--- src/rtl/spi_fifo_evt_pkg.sv ---
package spi_fifo_evt_pkg;
  // register byte addresses
  localparam logic [7:0] A_MODE = 8'h00;
  localparam logic [7:0] A_EVT  = 8'h04;
  localparam logic [7:0] A_MASK = 8'h08;
  localparam logic [7:0] A_TXD  = 8'h10;
  localparam logic [7:0] A_RXD  = 8'h14;

  // field positions
  localparam int THR_W     = 6;
  localparam int TXTHR_LSB = 8;
  localparam int RXTHR_LSB = 0;
  localparam int CNT_FW    = 6;
  localparam int RXCNT_LSB = 24;
  localparam int TXCNT_LSB = 16;
  localparam int EV_LO     = 8;
  localparam int EV_N      = 4;

  localparam logic [THR_W-1:0] TXTHR_RST = 6'd4;
  localparam logic [THR_W-1:0] RXTHR_RST = 6'd3;

  // event bits, msb = bit 11 down to bit 8
  typedef struct packed {
    logic rx_udf;  // bit 11
    logic tx_ovf;  // bit 10
    logic rx_ne;   // bit 9
    logic tx_nf;   // bit 8
  } evt_t;
endpackage

--- src/rtl/sfe_byte_fifo.sv ---
// Byte FIFO that moves 0..LANES bytes in and 0..LANES bytes out per cycle.
// DEPTH must be a power of two. Callers never ask for more than fits or is held.
module sfe_byte_fifo #(
  parameter int DEPTH = 32,
  parameter int LANES = 4,
  localparam int AW = $clog2(DEPTH),
  localparam int CW = AW + 1,
  localparam int NW = $clog2(LANES + 1)
) (
  input  logic              clk,
  input  logic              rst_n,
  input  logic [NW-1:0]     push_n,
  input  logic [LANES*8-1:0] push_bytes,
  input  logic [NW-1:0]     pop_n,
  output logic [CW-1:0]     cnt,
  output logic [LANES*8-1:0] peek
);
  logic [AW-1:0] wp, rp;
  logic [CW-1:0] cnt_q;
  logic [7:0]    mem [DEPTH];

  always_ff @(posedge clk or negedge rst_n) begin
    if (!rst_n) begin
      wp    <= '0;
      rp    <= '0;
      cnt_q <= '0;
    end else begin
      wp    <= wp + AW'(push_n);
      rp    <= rp + AW'(pop_n);
      cnt_q <= cnt_q + CW'(push_n) - CW'(pop_n);
    end
  end

  always_ff @(posedge clk) begin
    for (int i = 0; i < LANES; i++) begin
      if (NW'(i) < push_n) mem[wp + AW'(i)] <= push_bytes[i*8 +: 8];
    end
  end

  // byte 0 of peek is the oldest entry
  for (genvar g = 0; g < LANES; g++) begin : g_peek
    assign peek[g*8 +: 8] = mem[rp + AW'(g)];
  end

  assign cnt = cnt_q;

  p_no_overflow_r3: assert property (@(posedge clk) disable iff (!rst_n)
    CW'(push_n) <= CW'(DEPTH) - cnt_q)
    else $error("fifo pushed past its depth");
  p_no_underflow_r6: assert property (@(posedge clk) disable iff (!rst_n)
    CW'(pop_n) <= cnt_q)
    else $error("fifo popped more than it held");
  p_count_tracks_r7: assert property (@(posedge clk) disable iff (!rst_n)
    (push_n == '0 && pop_n == '0) |=> $stable(cnt_q))
    else $error("fifo count moved without traffic");
endmodule

--- src/rtl/sfe_evt_irq.sv ---
// Event flags, mask register and registered interrupt.
module sfe_evt_irq
  import spi_fifo_evt_pkg::*;
#(
  parameter int DEPTH = 32,
  localparam int CW = $clog2(DEPTH) + 1
) (
  input  logic             clk,
  input  logic             rst_n,
  input  logic [CW-1:0]    rx_cnt,
  input  logic [CW-1:0]    tx_cnt,
  input  logic [THR_W-1:0] rx_thr,
  input  logic [THR_W-1:0] tx_thr,
  input  logic             tx_ovf_hit,
  input  logic             rx_udf_hit,
  input  logic             clr_we,
  input  logic [EV_N-1:0]  clr_bits,
  input  logic             mask_we,
  input  logic [EV_N-1:0]  mask_bits,
  output evt_t             evt,
  output logic [EV_N-1:0]  mask,
  output logic             irq
);
  evt_t set_now, evt_q;
  logic [EV_N-1:0] mask_q;
  logic            irq_q;
  logic [EV_N-1:0] clr_eff;

  always_comb begin
    set_now.rx_ne  = int'(rx_cnt) > int'(rx_thr);
    set_now.tx_nf  = (DEPTH - int'(tx_cnt)) > int'(tx_thr);
    set_now.tx_ovf = tx_ovf_hit;
    set_now.rx_udf = rx_udf_hit;
    clr_eff        = clr_we ? clr_bits : '0;
  end

  always_ff @(posedge clk or negedge rst_n) begin
    if (!rst_n) begin
      evt_q  <= '0;
      mask_q <= '0;
      irq_q  <= 1'b0;
    end else begin
      evt_q <= (evt_q & ~clr_eff) | set_now;  // a new set beats a clear
      if (mask_we) mask_q <= mask_bits;
      irq_q <= |(evt_q & mask_q);
    end
  end

  assign evt  = evt_q;
  assign mask = mask_q;
  assign irq  = irq_q;

  p_ovf_sticky_r3: assert property (@(posedge clk) disable iff (!rst_n)
    (evt_q.tx_ovf && !clr_eff[2]) |=> evt_q.tx_ovf)
    else $error("overflow flag dropped without a clear");
  p_w1c_r9: assert property (@(posedge clk) disable iff (!rst_n)
    (clr_eff[3] && !rx_udf_hit) |=> !evt_q.rx_udf)
    else $error("underflow flag survived a clear");
  p_irq_masked_r10: assert property (@(posedge clk) disable iff (!rst_n)
    (mask_q == '0) |=> !irq_q)
    else $error("irq raised with every mask bit off");
endmodule

--- src/rtl/spi_fifo_evt.sv ---
module spi_fifo_evt
  import spi_fifo_evt_pkg::*;
#(
  parameter int DEPTH = 32
) (
  input  logic        clk,
  input  logic        rst_n,
  input  logic        reg_wr,
  input  logic        reg_rd,
  input  logic        reg_byte,
  input  logic [7:0]  reg_addr,
  input  logic [31:0] reg_wdata,
  output logic [31:0] reg_rdata,
  output logic        tx_valid,
  input  logic        tx_ready,
  output logic [7:0]  tx_data,
  input  logic        rx_valid,
  output logic        rx_ready,
  input  logic [7:0]  rx_data,
  output logic        irq
);
  localparam int LANES = 4;
  localparam int CW    = $clog2(DEPTH) + 1;
  localparam int NW    = $clog2(LANES + 1);

  logic [THR_W-1:0]   tx_thr_q, rx_thr_q;
  logic [CW-1:0]      tx_cnt, rx_cnt, tx_free, acc_n;
  logic [LANES*8-1:0] tx_peek, rx_peek, tx_lanes, rx_lanes;
  logic [NW-1:0]      tx_push_n, tx_pop_n, rx_push_n, rx_pop_n;
  logic               wr_mode, wr_evt, wr_mask, wr_txd, rd_rxd;
  logic               tx_ovf, rx_udf;
  evt_t               evt;
  logic [EV_N-1:0]    mask;

  // decode
  assign wr_mode = reg_wr && reg_addr == A_MODE;
  assign wr_evt  = reg_wr && reg_addr == A_EVT;
  assign wr_mask = reg_wr && reg_addr == A_MASK;
  assign wr_txd  = reg_wr && reg_addr == A_TXD;
  assign rd_rxd  = reg_rd && reg_addr == A_RXD;
  assign acc_n   = reg_byte ? CW'(1) : CW'(LANES);

  always_ff @(posedge clk or negedge rst_n) begin
    if (!rst_n) begin
      tx_thr_q <= TXTHR_RST;
      rx_thr_q <= RXTHR_RST;
    end else if (wr_mode) begin
      tx_thr_q <= reg_wdata[TXTHR_LSB +: THR_W];
      rx_thr_q <= reg_wdata[RXTHR_LSB +: THR_W];
    end
  end

  // transmit side: word writes enter most significant byte first
  assign tx_free   = CW'(DEPTH) - tx_cnt;
  assign tx_ovf    = wr_txd && (acc_n > tx_free);
  assign tx_push_n = (wr_txd && !tx_ovf) ? NW'(acc_n) : '0;
  always_comb begin
    for (int i = 0; i < LANES; i++) tx_lanes[i*8 +: 8] = reg_wdata[(LANES-1-i)*8 +: 8];
    if (reg_byte) tx_lanes[7:0] = reg_wdata[7:0];
  end
  assign tx_valid = tx_cnt != '0;
  assign tx_data  = tx_peek[7:0];
  assign tx_pop_n = NW'(tx_valid && tx_ready);

  sfe_byte_fifo #(.DEPTH(DEPTH), .LANES(LANES)) u_txq (
    .clk(clk), .rst_n(rst_n), .push_n(tx_push_n), .push_bytes(tx_lanes),
    .pop_n(tx_pop_n), .cnt(tx_cnt), .peek(tx_peek));

  // receive side
  assign rx_ready  = rx_cnt != CW'(DEPTH);
  assign rx_push_n = NW'(rx_valid && rx_ready);
  assign rx_lanes  = {{(LANES-1)*8{1'b0}}, rx_data};
  assign rx_udf    = rd_rxd && (acc_n > rx_cnt);
  assign rx_pop_n  = (rd_rxd && !rx_udf) ? NW'(acc_n) : '0;

  sfe_byte_fifo #(.DEPTH(DEPTH), .LANES(LANES)) u_rxq (
    .clk(clk), .rst_n(rst_n), .push_n(rx_push_n), .push_bytes(rx_lanes),
    .pop_n(rx_pop_n), .cnt(rx_cnt), .peek(rx_peek));

  sfe_evt_irq #(.DEPTH(DEPTH)) u_evt (
    .clk(clk), .rst_n(rst_n), .rx_cnt(rx_cnt), .tx_cnt(tx_cnt),
    .rx_thr(rx_thr_q), .tx_thr(tx_thr_q), .tx_ovf_hit(tx_ovf), .rx_udf_hit(rx_udf),
    .clr_we(wr_evt), .clr_bits(reg_wdata[EV_LO +: EV_N]),
    .mask_we(wr_mask), .mask_bits(reg_wdata[EV_LO +: EV_N]),
    .evt(evt), .mask(mask), .irq(irq));

  // read mux
  always_comb begin
    reg_rdata = '0;
    case (reg_addr)
      A_MODE: begin
        reg_rdata[TXTHR_LSB +: THR_W] = tx_thr_q;
        reg_rdata[RXTHR_LSB +: THR_W] = rx_thr_q;
      end
      A_EVT: begin
        reg_rdata[RXCNT_LSB +: CNT_FW] = CNT_FW'(rx_cnt);
        reg_rdata[TXCNT_LSB +: CNT_FW] = CNT_FW'(tx_cnt);
        reg_rdata[EV_LO +: EV_N]       = evt;
      end
      A_MASK: reg_rdata[EV_LO +: EV_N] = mask;
      A_RXD: begin
        if (reg_byte) reg_rdata[7:0] = rx_peek[7:0];
        else for (int i = 0; i < LANES; i++) reg_rdata[(LANES-1-i)*8 +: 8] = rx_peek[i*8 +: 8];
      end
      default: reg_rdata = '0;
    endcase
  end

  p_tx_hold_r2: assert property (@(posedge clk) disable iff (!rst_n)
    (tx_valid && !tx_ready) |=> (tx_valid && $stable(tx_data)))
    else $error("transmit byte changed while stalled");
  p_rx_full_r4: assert property (@(posedge clk) disable iff (!rst_n)
    (!rx_ready && !rd_rxd) |=> !rx_ready)
    else $error("full receive fifo gained room without a read");
endmodule

--- config.mk ---
export PLATFORM = sky130hd
export DESIGN_NAME = spi_fifo_evt
export DESIGN_NICKNAME = d
export VERILOG_FILES = /design/src/rtl/spi_fifo_evt_pkg.sv /design/src/rtl/sfe_byte_fifo.sv /design/src/rtl/sfe_evt_irq.sv /design/src/rtl/spi_fifo_evt.sv
export SDC_FILE = /design/constraint.sdc
export NUM_CORES = 2
export LEC_CHECK = 0
export BUFFER_PORTS_ARGS = -buffer_cell sky130_fd_sc_hd__buf_2
export CORE_UTILIZATION = 45
export CTS_BUF_LIST = sky130_fd_sc_hd__clkbuf_16
export DETAILED_ROUTE_END_ITERATION = 8
export GPL_TIMING_DRIVEN = 0
export SYNTH_ARGS = -nofsm -noshare
export SYNTH_HDL_FRONTEND = slang
export SYNTH_SLANG_ARGS = --single-unit
--- constraint.sdc ---
create_clock -name clk -period 9.4 [get_ports clk]
set_clock_uncertainty 0.1 [all_clocks]
set_input_delay 0.47 -clock clk [delete_from_list [all_inputs] [get_ports clk]]
set_output_delay 0.47 -clock clk [all_outputs]
set_load 0.01 [all_outputs]
==> results.cfg <==
[clock_network]
cts.htree.levels = 3
clk_latency_ps = 670
clockBufferDepth = 3
post_cts_buffers = 0
cts_resized = 0
cts-root-buf = clkbuf_16
clkSinkCount = 565
path_clk_slew_ps = 60
cts_hold_buf = 2
cts_tree = yes
cts_buffers = 68

[setup_path]
rr_startpoint = u_txq.wp[1]
cp.required_ps = 8830
worstSetupPathDepth = 15
cp_max_fo = 10
critPathLaunch = u_rxq.rp[0]
r2r_slack_ps = 4070
cpMostUsedCell = buf_2
slowest_delay_ps = 840
path_class = reg2out
critPathTopFamily = buffers and inverters
arrival_ps = 7480
cp_slowest_cell = buf_1
endpoint = reg_rdata[4]
crit_buf_inv = 11
crit_chain = buf_2 -> buf_2 -> inv_1 -> buf_1 -> clkbuf_1 -> ha_1 -> clkbuf_1 -> buf_2 -> buf_2 -> buf_2 -> clkbuf_1 -> mux4_2 -> nand3_1 -> nand3_1 -> buf_2
start_kind = flip-flop
worst_r2r_path_depth = 11
cp-end-kind = primary output
r2r_end = u_txq.mem[6][4]

[synthesis]
async_flop_share = 0.0938
syn_area_um2 = 38700
ys_seq_elements = 565
synth_cell_types = 76
synth-edff-count = 512
synth_most_common_cell = edfxtp_1
synth_area_leaders = edfxtp_1 40%, mux4_2 20%, nand2_1 4.9%
synth_top_area_frac = 0.397
syn_area_per_cell_um2 = 11.5
synth-seq-area-share = 0.431
synthCells = 3365
synth_top_area_cell = edfxtp_1
syn_nets = 3474
yosysWarningCount = 0
yosys-top-cells-count = 512 x edfxtp_1, 507 x nand2_1, 342 x mux4_2
synth_ff_type = edfxtp_1

[final_layout]
final_core_util = 0.506
nets = 3634
areaGrowthSynthToFinish_pct = 11.3
drive_gt1_frac = 0.218

[route]
vias = 35131
drt_iter0_drc = 6943
drc = 0
final_antenna_net_count = 0
avgViaCountPerCell = 7.43
first_pass_iters = 7
routedWlPerCell_um = 39.1
wl_mm = 185

[global_routing]
grt_pass1_vias = 31834
grt_usage = 0.419
antenna_found_initial = 14
grt_max_degree = 54
overflow = 0
grt_first_pass_wirelength_mm = 251

[sta]
final-hold-violation-count = 0
post-route-min-period_ps = 8050
tns_ps = 0
clock.fmax_mhz = 124
holdWs_ps = 94.2
tightest_slew_ps = 1530
setup_violations = 0
slew_headroom = -0.0286
slew_viol_final = 3
fin_crit_sh = 0.857
rsz0062_at_grt = no

[power]
vdd_drop_max_uv = 219
pwr_density_cell_nw_per_um2 = 197
p_leak_nw = 14.2
finalPower_mw = 8.48

[die]
io_pins = 98
initial_core_util = 0.454
die_w_um = 295
num_rows = 107
dieArea_um2 = 87300
die_h_um = 295
core_um2 = 85300

[status]
status = finished with violations
violations = max-capacitance violations, max-slew violations

[worst_hold_path]
holdCritPathClass = in2reg

[placed_design]
portBuffers = 81
gp_congestion = 1.05
place_hpwl_mm = 135

[run]
maxCapViolations = 2
worst min-delay path by stage:
stage / cells after the start / start / to / slack, ps
2_1_floorplan: 0 / rst_n / rx_thr_q[2] / 70
3_3_place_gp: 1 / u_txq.rp[0] / u_txq.rp[0] / 380
3_5_place_dp: 1 / u_txq.rp[0] / u_txq.rp[0] / 390
4_1_cts: 4 / reg_wr / u_evt.evt[3] / 80
5_1_grt: 4 / reg_wr / u_evt.evt[3] / 120
6_report: 4 / reg_wr / u_evt.evt[3] / 90
kinds of logic (layout without fill, tap and decap cells):
family | after synthesis | count (layout) | synth area share
muxes | 486 | 486 | 0.237
adders and majority gates | 54 | 54 | 0.0178
xor gates and xnor gates | 47 | 47 | 0.0112
DFF | 565 | 565 | 0.431
and+or+nand+nor | 1069 | 1069 | 0.125
buffers and inverters | 384 | 599 | 0.0440
AOI/OAI and AO/OA | 760 | 760 | 0.133
other | 0 | 3 | 0
sequential cells by signal, indices dropped and copies added (netlist names):
signal,flops
u_rxq.mem,256
u_txq.mem,256
rx_thr_q,6
tx_thr_q,6
u_rxq.cnt,6
u_txq.cnt,6
u_rxq.rp,5
u_rxq.wp,5
u_txq.rp,5
u_txq.wp,5
u_evt.evt,4
u_evt.mask,4
u_evt.irq,1
tightest hold or removal path, stage by stage:
cell and delay [ps]:
buf_2 150, nand3_1 70, nand2_1 50, o21ai_0 60
placed cells by master, fill, tap and decap left out, types with 27 or more instances in the layout:
cell type,n
nor2_1,288
buf_4,33
buf_2,152
clkbuf_1,183
edfxtp_1,512
mux2_2,38
nand2_1,507
a211oi_1,33
a31oi_1,180
a21oi_1,52
nand3_1,57
mux2i_1,106
buf_1,42
o2111ai_1,28
clkbuf_16,70
nand2_2,27
o21ai_0,99
o211ai_1,180
a22oi_1,68
xnor2_1,27
dfrtp_1,50
inv_1,56
ha_1,52
o21ai_1,28
mux4_2,342
per-stage QoR:
stage	worst slack, ps	std cells	instance area, um2
detailed placement	2480	4594	40700
finish	1350	4727	43100
floorplan	4800	3365	38700
global placement	2490	4590	40600
CTS	1780	4721	43100
global route	1390	4724	43100
where the power goes:
| part | internal (mW) | switching, mW |
|---|---|---|
| logic | 0.996 | 1.62 |
| clock network | 1.65 | 1.19 |
| registers | 2.89 | 0.134 |
| total | 5.53 | 2.94 |
per-layer routing:
layer,track usage,routed length (um),up-vias,part of all wire
met4,0.171,8700,18,0.047
li1,-,-,13582,-
met2,0.544,71500,3570,0.39
met1,0.598,70900,17392,0.38
met3,0.190,33200,569,0.18
met5,0.0150,288,-,0.0016
final cells by class:
class	count	area, um2
clock inverter	55	601
multi-input combinational	2416	20400
tap	1144	1430
timing repair buffer	90	514
sequential	565	16700
inverter	46	173
clock buffer	70	1750
fill	7600	42200
antenna	3	7.51
buffer	338	1540
(Power assumes the default switching activity.)
